`config.mk`:
```
export PLATFORM = sky130hd
export DESIGN_NAME = tx_stall_watchdog
export DESIGN_NICKNAME = d
export VERILOG_FILES = /design/src/rtl/txwd_pkg.sv /design/src/rtl/txwd_snap.sv /design/src/rtl/txwd_judge.sv /design/src/rtl/txwd_escalate.sv /design/src/rtl/tx_stall_watchdog.sv
export SDC_FILE = /design/constraint.sdc
export NUM_CORES = 1
export LEC_CHECK = 0
export BUFFER_PORTS_ARGS = -buffer_cell sky130_fd_sc_hd__buf_4
export CORE_UTILIZATION = 45
export CTS_CLUSTER_DIAMETER = 60
export CTS_CLUSTER_SIZE = 24
export DETAILED_ROUTE_END_ITERATION = 6
export GPL_TIMING_DRIVEN = 0
export PLACE_DENSITY = 0.76
export SLEW_MARGIN = 20
export SYNTH_ARGS = -nofsm -noshare
export SYNTH_HDL_FRONTEND = slang
export SYNTH_SLANG_ARGS = --single-unit
```
`constraint.sdc`:
```
create_clock -name clk -period 3.08 [get_ports clk]
set_input_delay 0 -clock clk [delete_from_list [all_inputs] [get_ports clk]]
set_output_delay 0 -clock clk [all_outputs]
set_load 0.05 [all_outputs]
```
`src/rtl/txwd_pkg.sv`:
```
package txwd_pkg;

   typedef enum logic [1:0] {
      WD_HEALTHY = 2'd0,
      WD_TOGGLED = 2'd1,
      WD_RESET   = 2'd2
   } wd_status_e;

   typedef enum logic [2:0] {
      VD_DISABLED = 3'd0,
      VD_MOVING   = 3'd1,
      VD_SOP_BUSY = 3'd2,
      VD_STALL    = 3'd3,
      VD_QUIET    = 3'd4
   } wd_verdict_e;

endpackage

```
`src/rtl/txwd_snap.sv`:
```
module txwd_snap #(
   parameter int W          = 16,
   parameter bit TRACK_ZERO = 1'b0
) (
   input  logic         clk,
   input  logic         rst_n,
   input  logic         capture,
   input  logic [W-1:0] cur,
   output logic         changed,
   output logic         now_zero,
   output logic         prev_zero
);

   logic [W-1:0] held_q;

   if (W < 1) begin : g_bad_width
      $error("txwd_snap: W must be at least 1");
   end

   always_ff @(posedge clk) begin
      if (!rst_n)
         held_q <= '0;
      else if (capture)
         held_q <= cur;
   end

   assign changed = (cur != held_q);

   if (TRACK_ZERO) begin : g_zero
      assign now_zero  = (cur == '0);
      assign prev_zero = (held_q == '0);
   end else begin : g_nozero
      assign now_zero  = 1'b0;
      assign prev_zero = 1'b0;
   end

endmodule

```
`src/rtl/txwd_judge.sv`:
```
module txwd_judge
   import txwd_pkg::*;
(
   input  logic        sw_en,
   input  logic        frame_moved,
   input  logic        pause_moved,
   input  logic        sop_now_zero,
   input  logic        sop_prev_zero,
   input  logic        ups_moved,
   output wd_verdict_e verdict
);

   always_comb begin
      if (!sw_en)
         verdict = VD_DISABLED;
      else if (frame_moved || pause_moved)
         verdict = VD_MOVING;
      else if (!sop_now_zero)
         verdict = VD_SOP_BUSY;
      else if (ups_moved && sop_prev_zero)
         verdict = VD_STALL;
      else
         verdict = VD_QUIET;
   end

endmodule

```
`src/rtl/txwd_escalate.sv`:
```
module txwd_escalate
   import txwd_pkg::*;
#(
   parameter int TOGGLE_LIMIT = 4,
   localparam int CW = $clog2(TOGGLE_LIMIT + 2)
) (
   input  logic          clk,
   input  logic          rst_n,
   input  logic          tick,
   input  logic          sw_en,
   input  wd_verdict_e   verdict,
   output wd_status_e    status,
   output logic          toggle_pulse,
   output logic          reset_pulse,
   output logic [CW-1:0] count
);

   localparam logic [CW-1:0] LIMIT_V = CW'(TOGGLE_LIMIT);

   if (TOGGLE_LIMIT < 0) begin : g_bad_limit
      $error("txwd_escalate: TOGGLE_LIMIT must not be negative");
   end

   wd_status_e    status_q;
   logic          toggle_q;
   logic          reset_q;
   logic [CW-1:0] count_q;
   logic          may_toggle;

   assign may_toggle = (count_q <= LIMIT_V);

   always_ff @(posedge clk) begin
      if (!rst_n) begin
         status_q <= WD_HEALTHY;
         toggle_q <= 1'b0;
         reset_q  <= 1'b0;
         count_q  <= '0;
      end else begin
         toggle_q <= 1'b0;
         reset_q  <= 1'b0;
         if (!sw_en)
            count_q <= '0;
         if (tick) begin
            unique case (verdict)
               VD_STALL: begin
                  if (may_toggle) begin
                     status_q <= WD_TOGGLED;
                     toggle_q <= 1'b1;
                     count_q  <= count_q + 1'b1;
                  end else begin
                     status_q <= WD_RESET;
                     reset_q  <= 1'b1;
                     count_q  <= '0;
                  end
               end
               VD_SOP_BUSY: status_q <= WD_HEALTHY;
               default: begin
                  status_q <= WD_HEALTHY;
                  count_q  <= '0;
               end
            endcase
         end
      end
   end

   assign status       = status_q;
   assign toggle_pulse = toggle_q;
   assign reset_pulse  = reset_q;
   assign count        = count_q;

endmodule

```
`src/rtl/tx_stall_watchdog.sv`:
```
module tx_stall_watchdog
   import txwd_pkg::*;
#(
   parameter int FRAME_W      = 32,
   parameter int PAUSE_W      = 32,
   parameter int SOP_W        = 16,
   parameter int UPS_W        = 16,
   parameter int TOGGLE_LIMIT = 4,
   localparam int CW = $clog2(TOGGLE_LIMIT + 2)
) (
   input  logic               clk,
   input  logic               rst_n,
   input  logic               tick,
   input  logic               tx_sw_en,
   input  logic [FRAME_W-1:0] frame_cnt,
   input  logic [PAUSE_W-1:0] pause_cnt,
   input  logic [SOP_W-1:0]   sop_cnt,
   input  logic [UPS_W-1:0]   ups_cnt,
   output logic               tx_en_out,
   output logic               reset_req,
   output logic [1:0]         status
);

   logic frame_moved, pause_moved, sop_moved, ups_moved;
   logic sop_now_zero, sop_prev_zero;
   logic unused_a, unused_b, unused_c, unused_d, unused_e, unused_f;
   logic toggle_pulse;
   logic [CW-1:0] esc_cnt;
   wd_verdict_e verdict;
   wd_status_e  stat_e;

   txwd_snap #(.W(FRAME_W), .TRACK_ZERO(1'b0)) u_frame (
      .clk(clk), .rst_n(rst_n), .capture(tick), .cur(frame_cnt),
      .changed(frame_moved), .now_zero(unused_a), .prev_zero(unused_b));

   txwd_snap #(.W(PAUSE_W), .TRACK_ZERO(1'b0)) u_pause (
      .clk(clk), .rst_n(rst_n), .capture(tick), .cur(pause_cnt),
      .changed(pause_moved), .now_zero(unused_c), .prev_zero(unused_d));

   txwd_snap #(.W(SOP_W), .TRACK_ZERO(1'b1)) u_sop (
      .clk(clk), .rst_n(rst_n), .capture(tick), .cur(sop_cnt),
      .changed(sop_moved), .now_zero(sop_now_zero), .prev_zero(sop_prev_zero));

   txwd_snap #(.W(UPS_W), .TRACK_ZERO(1'b0)) u_ups (
      .clk(clk), .rst_n(rst_n), .capture(tick), .cur(ups_cnt),
      .changed(ups_moved), .now_zero(unused_e), .prev_zero(unused_f));

   txwd_judge u_judge (
      .sw_en(tx_sw_en), .frame_moved(frame_moved), .pause_moved(pause_moved),
      .sop_now_zero(sop_now_zero), .sop_prev_zero(sop_prev_zero),
      .ups_moved(ups_moved), .verdict(verdict));

   txwd_escalate #(.TOGGLE_LIMIT(TOGGLE_LIMIT)) u_esc (
      .clk(clk), .rst_n(rst_n), .tick(tick), .sw_en(tx_sw_en),
      .verdict(verdict), .status(stat_e), .toggle_pulse(toggle_pulse),
      .reset_pulse(reset_req), .count(esc_cnt));

   assign tx_en_out = tx_sw_en & ~toggle_pulse;
   assign status    = stat_e;

   logic unused_ok;
   assign unused_ok = &{1'b0, sop_moved, unused_a, unused_b, unused_c,
                        unused_d, unused_e, unused_f};

endmodule

```
==> flow_metrics.py <==
metrics = {
    "status": {
        "status": "finished, final reports clean",
    },
    "synthesis": {
        "ys.flop_type": "dfxtp_1",
        "yosys-top-cells-area": "dfxtp_1 42%, mux2i_1 20%, nor2b_1 13%, xnor2_1 11%, nand4_1 2.0%",
        "synth_seq_cells": 103,
        "ys_async_sr_fraction_pct": 0,
        "synthDistinctLibCells": 36,
        "synth_edf_count": 0,
        "postSynthCellCount": 476,
        "synth_top_area_share_pct": 42.1,
        "synth_area_leader_cell": "dfxtp_1",
        "ys.warnings.count": 0,
        "syn_area_per_cell_um2": 10.3,
        "netlist_area_um2": 4890,
        "ys_seq_area_share_pct": 42.1,
        "syn_nets": 578,
    },
    "worst_setup_path": {
        "ff2ff_path_depth": 6,
        "crit_chain": "dlygate4sd3_1 > buf_4 > nor4_1 > nand4_1 > or3_1 > or4_1 > nor3_2 > mux2_2",
        "crit_path_top_delay_cell": "dlygate4sd3_1",
        "critPathMaxFanout": 4,
        "crit_path_max_incr_delay_ps": 570,
        "cp_num_buf_inv": 2,
        "cp-end-kind": "register",
        "cp.depth": 8,
        "critPathTopFamily": "simple AND/OR/NAND/NOR gates",
        "path_class": "in -> reg",
        "cp.arrival_ps": 2730,
        "crit_path_start_kind": "input port",
        "cp.required_ps": 3400,
        "r2r_setup_slack_ps": 850,
    },
    "die": {
        "num_rows": 37,
        "io_pins": 104,
        "die_w_um": 106,
        "die_h_um": 106,
        "start_util_pct": 47.0,
        "fp.coreArea_um2": 10400,
        "die_area_um2": 11300,
    },
    "global_route": {
        "grt_pass1_vias": 4313,
        "antenna_found_initial": 0,
        "globalRouteOverflowTotal": 0,
        "grt_pass1_wl_um": 20000,
        "track_usage_pct": 23.0,
        "grt_max_degree": 17,
    },
    "timing": {
        "rsz0062_at_grt": "false",
        "fin_crit_sh_pct": 78.4,
        "fmax_mhz": 414,
        "hold_viol_final": 0,
        "fin_ws_ps": 664,
        "slew_headroom_pct": 38.8,
        "period_needed_ps": 2420,
        "report.final.slew_viol_count": 0,
        "setup_tns_ps": 0,
        "setup_violations": 0,
        "worst_slew_pin_slew_ps": 918,
        "clock_skew_ps": 14.9,
    },
    "routing": {
        "drtIter0Drc": 112,
        "first_pass_iters": 4,
        "drt-total-wl_um": 12500,
        "via_per_inst": 4.93,
        "antenna_left": 0,
        "vias": 4071,
        "drc": 0,
        "wl_per_cell_um": 15.1,
    },
    "placed_design": {
        "globalplace.congestion": 0.802,
        "dp_slack_ps": 881,
        "dpl.hpwl_um": 8270,
        "io_buffer_count": 102,
    },
    "layout": {
        "layout.nets": 787,
        "drive_gt1_share_pct": 17.7,
        "area_delta_synth_final_pct": 42.8,
        "diodes": 0,
    },
    "power_and_ir_drop": {
        "p_int_mw": 2.14,
        "p_leak_nw": 2.91,
        "switchingPower_mw": 0.738,
        "clockPowerShare_pct": 29.8,
        "power_frac_seq_pct": 50.6,
        "comb_power_share_pct": 19.6,
        "switching_share_pct": 25.7,
        "ir_drop_mv": 0.213,
        "power_density_nw_per_um2": 412,
    },
    "job": {
        "maxCapViolCount": 0,
    },
    "cts": {
        "hold_buffers": 96,
        "cts.clk_slew.worst_paths_ps": 90,
        "cts.path.max_buffers": 2,
        "cts_tree": "done",
        "clk_latency_ps": 380,
        "ctsRootBufferMaster": "clkbuf_8",
        "cts_setup_buffers": 0,
        "htreeDepth": 3,
        "cts_repair_resize_count": 0,
        "cts_sinks": 103,
        "cts_made_buffers": 9,
    },
    "min_path": {
        "whs_path_depth": 4,
        "hold_class": "in -> reg",
    },
}
## power by group through the flow
stage | clock network, mW | registers (mW) | logic (mW)
finish | 0.858 | 1.45 | 0.563
global route | 0.939 | 1.46 | 0.610
CTS | 0.881 | 1.45 | 0.556
detailed placement | 0 | 1.48 | 0.455
global placement | 0 | 1.48 | 0.444
floorplan | 0 | 1.47 | 0.273
## cells in the final DEF (no fill, tap or decap), types with 2 or more instances in the layout
| cell type | synthesis | layout |
|---|---|---|
| mux2i_1 | 96 | 96 |
| o2111ai_1 | 3 | 3 |
| nand2_1 | 5 | 5 |
| nand3_1 | 4 | 4 |
| xnor2_1 | 62 | 62 |
| nor2_1 | 3 | 3 |
| nand2b_1 | 8 | 8 |
| o21ai_0 | 2 | 2 |
| inv_1 | 8 | 8 |
| dfxtp_1 | 103 | 103 |
| buf_1 | 6 | 6 |
| dlygate4sd3_1 | 0 | 96 |
| nor4_1 | 14 | 14 |
| clkbuf_1 | 15 | 15 |
| clkinvlp_4 | 0 | 2 |
| nand4_1 | 16 | 16 |
| buf_4 | 0 | 102 |
| ha_1 | 2 | 2 |
| clkbuf_8 | 0 | 10 |
| xor2_1 | 8 | 8 |
| nor2b_1 | 102 | 102 |
## per-layer routing
layer / track usage [%] / up-vias / share of wire (%)
li1: - / 2036 / -
met1: 26.8 / 1909 / 44
met2: 40.3 / 92 / 50
met3: 4.60 / 34 / 3.2
met4: 10.5 / 0 / 3.1
met5: 0 / - / 0
## sequential cells by signal, indices dropped and copies added, names as in the netlist
| register | cells |
|---|---|
| u_esc.toggle_pulse | 1 |
| u_esc.count | 3 |
| u_ups.held_q | 16 |
| u_pause.held_q | 32 |
| u_esc.reset_pulse | 1 |
| u_sop.held_q | 16 |
| u_esc.status | 2 |
| u_frame.held_q | 32 |
## cell type report
type / count / area (um2)
Clock buffer: 10 / 138
Inverter: 8 / 30.0
Timing Repair Buffer: 198 / 1730
Clock inverter: 5 / 58.8
Fill cell: 785 / 3430
Multi-Input combinational cell: 344 / 2720
Tap cell: 136 / 170
Buffer: 21 / 78.8
Sequential cell: 103 / 2060
## final timing paths
path	start	endpoint
setup / recovery	sop_cnt[3]	u_esc.count[0]
setup reg to reg	u_sop.held_q[2]	u_esc.count[0]
hold / removal	tx_sw_en	u_esc.count[1]
hold reg to reg	u_esc.status[0]	u_esc.status[0]
## metrics by stage
step	instances	total power, mW	instance area [um2]	hold WS [ps]	utilization (%)
final	825	2.88	6990	57.2	67.1
after floorplan	476	1.75	4890	169	-
after CTS	825	2.89	6990	35.1	67.1
after global placement	714	1.92	5830	271	56.0
after global routing	825	3.01	6990	73.6	67.1
after detailed placement	714	1.94	5830	278	56.0
## worst reg2reg max path: cells and delay by family (launching register included)
| family | cells | cell delay [ps] |
|---|---|---|
| muxes | 1 | 210 |
| and+or+nand+nor | 5 | 1630 |
| DFF | 1 | 330 |
## cell usage after synthesis, drive strengths merged, types with 2 or more instances
cell type and count:
buf 6, clkbuf 15, dfxtp 103, ha 2, inv 8, mux2i 96
nand2 5, nand2b 8, nand3 4, nand4 16, nor2 3, nor2b 102
nor3 2, nor4 15, o2111ai 3, o21ai 2, xnor2 62, xor2 8
## kinds of logic (layout without fill, tap and decap cells)
group	Yosys count	count (layout)	synth area share, %
compound gates	13	13	2.22
xor+xnor	70	70	12.5
fa+ha+maj	2	2	0.511
buf+inv	29	242	2.22
flops	103	103	42.1
mux	97	97	19.9
simple gates	162	162	20.5
(Power assumes the default switching activity.)
